[src/rtl/gap_pkg.sv]
package gap_pkg;
    typedef enum logic [2:0] {
        ST_IDLE   = 3'd0,
        ST_ARMED  = 3'd1,
        ST_INSERT = 3'd2,
        ST_CLEAR  = 3'd3,
        ST_SPENT  = 3'd4
    } trig_state_t;
endpackage

[src/rtl/gap_timer.sv]
module gap_timer #(
    parameter int CNT_W   = 4,
    parameter int OFS_W   = 12,
    parameter int OFS_MOD = 3072,
    localparam int GAP_W  = CNT_W + OFS_W
) (
    input  logic             clk,
    input  logic             rst_n,
    input  logic             data_valid,
    output logic [GAP_W-1:0] gap
);
    localparam logic [CNT_W-1:0] CNT_MAX = '1;
    localparam logic [OFS_W-1:0] OFS_TOP = OFS_W'(OFS_MOD - 1);

    logic [CNT_W-1:0] cnt_q;
    logic [OFS_W-1:0] ofs_q;
    logic             ofs_wrap;
    logic             full;

    assign ofs_wrap = (ofs_q == OFS_TOP);
    assign full     = ofs_wrap && (cnt_q == CNT_MAX);

    always_ff @(posedge clk or negedge rst_n) begin
        if (!rst_n) begin
            cnt_q <= '0;
            ofs_q <= '0;
        end else if (data_valid) begin
            cnt_q <= '0;
            ofs_q <= '0;
        end else if (full) begin
            cnt_q <= cnt_q;
            ofs_q <= ofs_q;
        end else if (ofs_wrap) begin
            cnt_q <= cnt_q + 1'b1;
            ofs_q <= '0;
        end else begin
            ofs_q <= ofs_q + 1'b1;
        end
    end

    assign gap = {cnt_q, ofs_q};
endmodule

[src/rtl/gap_cmp.sv]
module gap_cmp #(
    parameter int GAP_W = 16
) (
    input  logic [GAP_W-1:0] gap,
    input  logic [GAP_W-1:0] thr,
    output logic             gap_ok
);
    // Count field is the upper bits, so a plain unsigned compare orders correctly.
    assign gap_ok = (gap >= thr);
endmodule

[src/rtl/insert_fsm.sv]
module insert_fsm
    import gap_pkg::*;
(
    input  logic        clk,
    input  logic        rst_n,
    input  logic        arm_en,
    input  logic        gap_ok,
    input  logic        done_stb,
    output logic        ins_req,
    output logic        clr_en,
    output trig_state_t state
);
    trig_state_t st_q, st_d;

    always_comb begin
        st_d = st_q;
        unique case (st_q)
            ST_IDLE:   if (arm_en) st_d = ST_ARMED;
            ST_ARMED: begin
                if (!arm_en)     st_d = ST_IDLE;
                else if (gap_ok) st_d = ST_INSERT;
            end
            ST_INSERT: if (done_stb) st_d = ST_CLEAR;
            ST_CLEAR:  st_d = ST_SPENT;
            ST_SPENT:  if (!arm_en) st_d = ST_IDLE;
            default:   st_d = ST_IDLE;
        endcase
    end

    always_ff @(posedge clk or negedge rst_n) begin
        if (!rst_n) st_q <= ST_IDLE;
        else        st_q <= st_d;
    end

    always_comb begin
        ins_req = 1'b0;
        clr_en  = 1'b0;
        unique case (st_q)
            ST_INSERT: ins_req = 1'b1;
            ST_CLEAR:  clr_en  = 1'b1;
            default: begin
                ins_req = 1'b0;
                clr_en  = 1'b0;
            end
        endcase
    end

    assign state = st_q;
endmodule

[src/rtl/gap_insert_trigger.sv]
module gap_insert_trigger #(
    parameter int CNT_W   = 4,
    parameter int OFS_W   = 12,
    parameter int OFS_MOD = 3072,
    localparam int GAP_W  = CNT_W + OFS_W
) (
    input  logic             clk,
    input  logic             rst_n,
    input  logic             data_valid,
    input  logic             arm_en,
    input  logic             done_stb,
    input  logic [GAP_W-1:0] thr,
    output logic             ins_req,
    output logic             clr_en
);
    import gap_pkg::*;

    logic [GAP_W-1:0] gap_val;
    logic             gap_ok;
    trig_state_t      fsm_state;

    gap_timer #(
        .CNT_W   (CNT_W),
        .OFS_W   (OFS_W),
        .OFS_MOD (OFS_MOD)
    ) timer_i (
        .clk        (clk),
        .rst_n      (rst_n),
        .data_valid (data_valid),
        .gap        (gap_val)
    );

    gap_cmp #(
        .GAP_W (GAP_W)
    ) cmp_i (
        .gap    (gap_val),
        .thr    (thr),
        .gap_ok (gap_ok)
    );

    insert_fsm fsm_i (
        .clk      (clk),
        .rst_n    (rst_n),
        .arm_en   (arm_en),
        .gap_ok   (gap_ok),
        .done_stb (done_stb),
        .ins_req  (ins_req),
        .clr_en   (clr_en),
        .state    (fsm_state)
    );
endmodule

[config.mk]
export PLATFORM = sky130hd
export DESIGN_NAME = gap_insert_trigger
export DESIGN_NICKNAME = d
export VERILOG_FILES = /design/src/rtl/gap_pkg.sv /design/src/rtl/gap_timer.sv /design/src/rtl/gap_cmp.sv /design/src/rtl/insert_fsm.sv /design/src/rtl/gap_insert_trigger.sv
export SDC_FILE = /design/constraint.sdc
export NUM_CORES = 1
export LEC_CHECK = 0
export ABC_AREA = 1
export ABC_CLOCK_PERIOD_IN_PS = 1830
export BUFFER_PORTS_ARGS = -buffer_cell sky130_fd_sc_hd__buf_4
export CAP_MARGIN = 30
export CORE_UTILIZATION = 30
export CTS_CLUSTER_DIAMETER = 80
export DETAILED_ROUTE_END_ITERATION = 6
export GPL_TIMING_DRIVEN = 1
export MAX_ROUTING_LAYER = met4
export PLACE_DENSITY_LB_ADDON = 0.3
export SETUP_SLACK_MARGIN = 0.1
export SYNTH_ARGS = -nofsm -noshare
export SYNTH_HDL_FRONTEND = slang
export SYNTH_SLANG_ARGS = --single-unit
[constraint.sdc]
create_clock -name clk -period 1.83 [get_ports clk]
set_input_delay 0.549 -clock clk [delete_from_list [all_inputs] [get_ports clk]]
set_output_delay 0.549 -clock clk [all_outputs]
set_load 0.02 [all_outputs]
==> impl_metrics.json <==
{
  "drive_above_1_share_pct": 23.18,
  "start_kind": "flip-flop",
  "use_met3_pct": 1.266,
  "drtIter0Drc": 51,
  "core-area_sq_um": 4504,
  "ys_warn_count": 0,
  "maxSlewHeadroom_pct": 78.33,
  "start_util_pct": 32.25,
  "dp_hpwl_um": 2193,
  "skew_ns": 0.006154,
  "critPathKind": "reg2out",
  "synth_ff_type": "dfrtp_1",
  "arrival_ns": 1.11,
  "synth_simple_gate_area_share_pct": 30.49,
  "outcome": "finished, final reports clean",
  "switching_share_pct": 31.77,
  "r2r-end": "timer_i.ofs_q[0]",
  "yosysTopAreaCell": "dfrtp_1",
  "gp_congestion": 0.7548,
  "r2r_setup_slack_ns": 0.27,
  "post_synth_instance_area_sq_um": 1453,
  "setup_viol": 0,
  "vdd_ir_drop_max_uv": 249.2,
  "via_count": 1278,
  "synth_mux_area_share_pct": 0,
  "grt_pass1_wl_um": 5106,
  "clkPwrFrac_pct": 26.2,
  "multi_input_area_sq_um": 858.3,
  "busiest_layer": "met2",
  "p_seq_share_pct": 45.1,
  "synth_area_leaders": "dfrtp_1 (33%), ha_1 (16%), nand2_1 (11%)",
  "synth_edf_count": 0,
  "grt_max_degree": 20,
  "antenna_found_initial": 0,
  "synth_top_area_share_pct": 32.73,
  "endpoint_kind": "output port",
  "cts.sinks": 19,
  "worst_pin_slew_ns": 0.3250,
  "grt_pass1_vias": 1172,
  "htreeDepth": 1,
  "grt_use_met1_pct": 17.34,
  "synth-compound-area-share_pct": 10.08,
  "synth_nets": 230,
  "fmax_mhz": 603.3,
  "worstReg2RegStart": "timer_i.ofs_q[1]",
  "numCtsBuffers": 3,
  "max_stage_delay_ns": 0.41,
  "die_w_um": 71.59,
  "cts_tree": "built",
  "fillerInstances": 489,
  "p_per_area_nw_per_um2": 633.2,
  "grt_usage_pct": 12.92,
  "critPathRequiredTime_ns": 1.28,
  "ctsHoldBuffers": 0,
  "switchingPower_mw": 0.3543,
  "rsz0062_at_grt": "yes",
  "viasPerCell": 4.699,
  "internal-power_mw": 0.7611,
  "critPathMaxFanout": 4,
  "final_hold_viol_count": 0,
  "synth.distinct_cells": 26,
  "slew_viol_final": 0,
  "synth_cells": 191,
  "synthXorXnorAreaFrac_pct": 2.412,
  "layout_min_cycle_time_ns": 1.658,
  "cts-root-buf": "clkbuf_8",
  "final_nets": 260,
  "postRouteAntennaNets": 0,
  "yosysSeqAreaShare_pct": 32.73,
  "setup_tns_ns": 0,
  "gr-total-overflow": 0,
  "synth_seq_cells": 19,
  "drt_pass1_iterations": 4,
  "critical-path-slowest-cell": "dfrtp_1",
  "area_growth_pct": 21.27,
  "async_flop_share_pct": 100.0,
  "grtUsageMet2_pct": 20.11,
  "wirelength_um": 2777,
  "drc": 0,
  "clockBufferDepth": 2,
  "pwr-share-comb_pct": 28.7,
  "hold_path.class": "in2async",
  "leakagePower_nw": 1.013,
  "avgSynthCellArea_sq_um": 7.605,
  "ios": 23,
  "r2r_cells": 9,
  "row_count": 24,
  "register_area_sq_um": 476.7,
  "die_area_sq_um": 5124,
  "diodes": 0,
  "die-height_um": 71.59,
  "clkTransAtPathRegs_ns": 0.07,
  "wire_per_inst_um": 10.21,
  "crit_path_cell_trace": "nor2_1, inv_1, nor2_2, buf_4",
  "total_power_mw": 1.115,
  "synthAdderAreaFrac_pct": 15.50,
  "port-buffer-count": 22,
  "fin_crit_sh_pct": 90.58,
  "clkLatencyLatePin_ns": 0.26,
  "synth_top_family_by_area": "simple AND/OR/NAND/NOR gates",
  "cap_violations": 0
}
-- flip-flops by register name, summed over array words and instances (netlist names) --
register       count
timer_i.ofs_q     12
timer_i.cnt_q      4
fsm_i.state        3
-- cell families (layout without fill, tap and decap cells) --
kind of cell	Yosys count	count (layout)
AO/OA/AOI/OAI	25	25
XOR/XNOR	4	4
adder cells (fa/ha/maj)	18	18
buffers and inverters	34	63
flip-flops	19	19
AND/OR/NAND/NOR	91	91
-- worst max-delay path by stage --
stage / end / startpoint / cells past startpoint / slack, ns
after floorplan: fsm_i.state[1] / thr[15] / 9 / 0.26
after detailed placement: fsm_i.state[1] / thr[15] / 10 / 0.1
after global placement: fsm_i.state[1] / thr[15] / 10 / 0.12
after global routing: ins_req / fsm_i.state[0] / 4 / 0.1
after CTS: ins_req / fsm_i.state[2] / 4 / 0.11
final: ins_req / fsm_i.state[0] / 4 / 0.17
-- stage by stage --
step | cells | hold slack (ns) | util, % | area (sq um) | setup WS [ns]
global placement | 266 | 0.4466 | 37.53 | 1690 | 0.1237
CTS | 270 | 0.1616 | 38.56 | 1737 | 0.1145
detailed placement | 266 | 0.4507 | 37.53 | 1690 | 0.09778
floorplan | 191 | 0.2534 | - | 1453 | 0.2611
global route | 272 | 0.1686 | 39.11 | 1762 | 0.09694
finish | 272 | 0.1565 | 39.11 | 1762 | 0.1723
-- power groups by stage --
stage          logic [mW]  clock network, mW  registers (mW)
2_1_floorplan       0.200                  0           0.502
3_3_place_gp        0.297                  0           0.510
3_5_place_dp        0.299                  0           0.514
4_1_cts             0.301              0.313           0.506
5_1_grt             0.377              0.329           0.509
6_report            0.320              0.293           0.503
-- per-layer routing --
layer	wire length [um]	up-vias
met1	1432	588
met3	41	4
met4	42	0
li1	-	677
met5	0	-
met2	1261	9
-- cells in the mapped netlist, drive strengths merged, types with 3 or more instances --
master	instances
nand4	4
inv	34
nor3	3
nand3	17
nor2	14
dfrtp	19
nand2	46
or2	6
a21oi	7
o21ai	13
ha	18
-- layout make-up --
cell class | instances | share of cell area (%)
clock buffers | 3 | 2.344
well taps | 52 | 3.693
clock inverters | 1 | 0.2841
flip-flops and latches | 19 | 27.06
inverters | 34 | 7.244
multi-input cells | 138 | 48.72
repair buffers | 25 | 10.65
-- layout by cell type (no fill, tap or decap) --
| cell type | instances |
|---|---|
| nand4_1 | 3 |
| clkinv_2 | 1 |
| buf_4 | 25 |
| nor2_1 | 10 |
| nor2_2 | 1 |
| clkbuf_8 | 3 |
| nand4_4 | 1 |
| dfrtp_2 | 1 |
| a21oi_2 | 1 |
| a21o_1 | 2 |
| nand2_4 | 1 |
| ha_1 | 17 |
| or2_2 | 6 |
| a31o_2 | 1 |
| inv_1 | 32 |
| a21oi_1 | 6 |
| and3_2 | 1 |
| xor2_1 | 2 |
| o21ai_0 | 9 |
| ha_2 | 1 |
| xnor2_1 | 2 |
| dfrtp_1 | 18 |
| nor3_1 | 3 |
| o21ai_2 | 2 |
| o21ai_1 | 2 |
| o31ai_1 | 1 |
| nor2_4 | 3 |
| nand2_2 | 1 |
| inv_2 | 2 |
| nand2_1 | 44 |
| o21a_1 | 1 |
| nand3_1 | 17 |
-- worst max-delay path, delay by kind of cell (launching register included) --
family	cells	cell delay, ns
DFF	1	0.41
and+or+nand+nor	2	0.21
buffers and inverters	2	0.23
-- repair_timing --
| action | in CTS | in global routing |
|---|---|---|
| gates resized for setup | 0 | 6 |
| setup endpoints to repair | 0 | 7 |
| setup buffers | 0 | 2 |
Power figures use the tool's default switching activity.
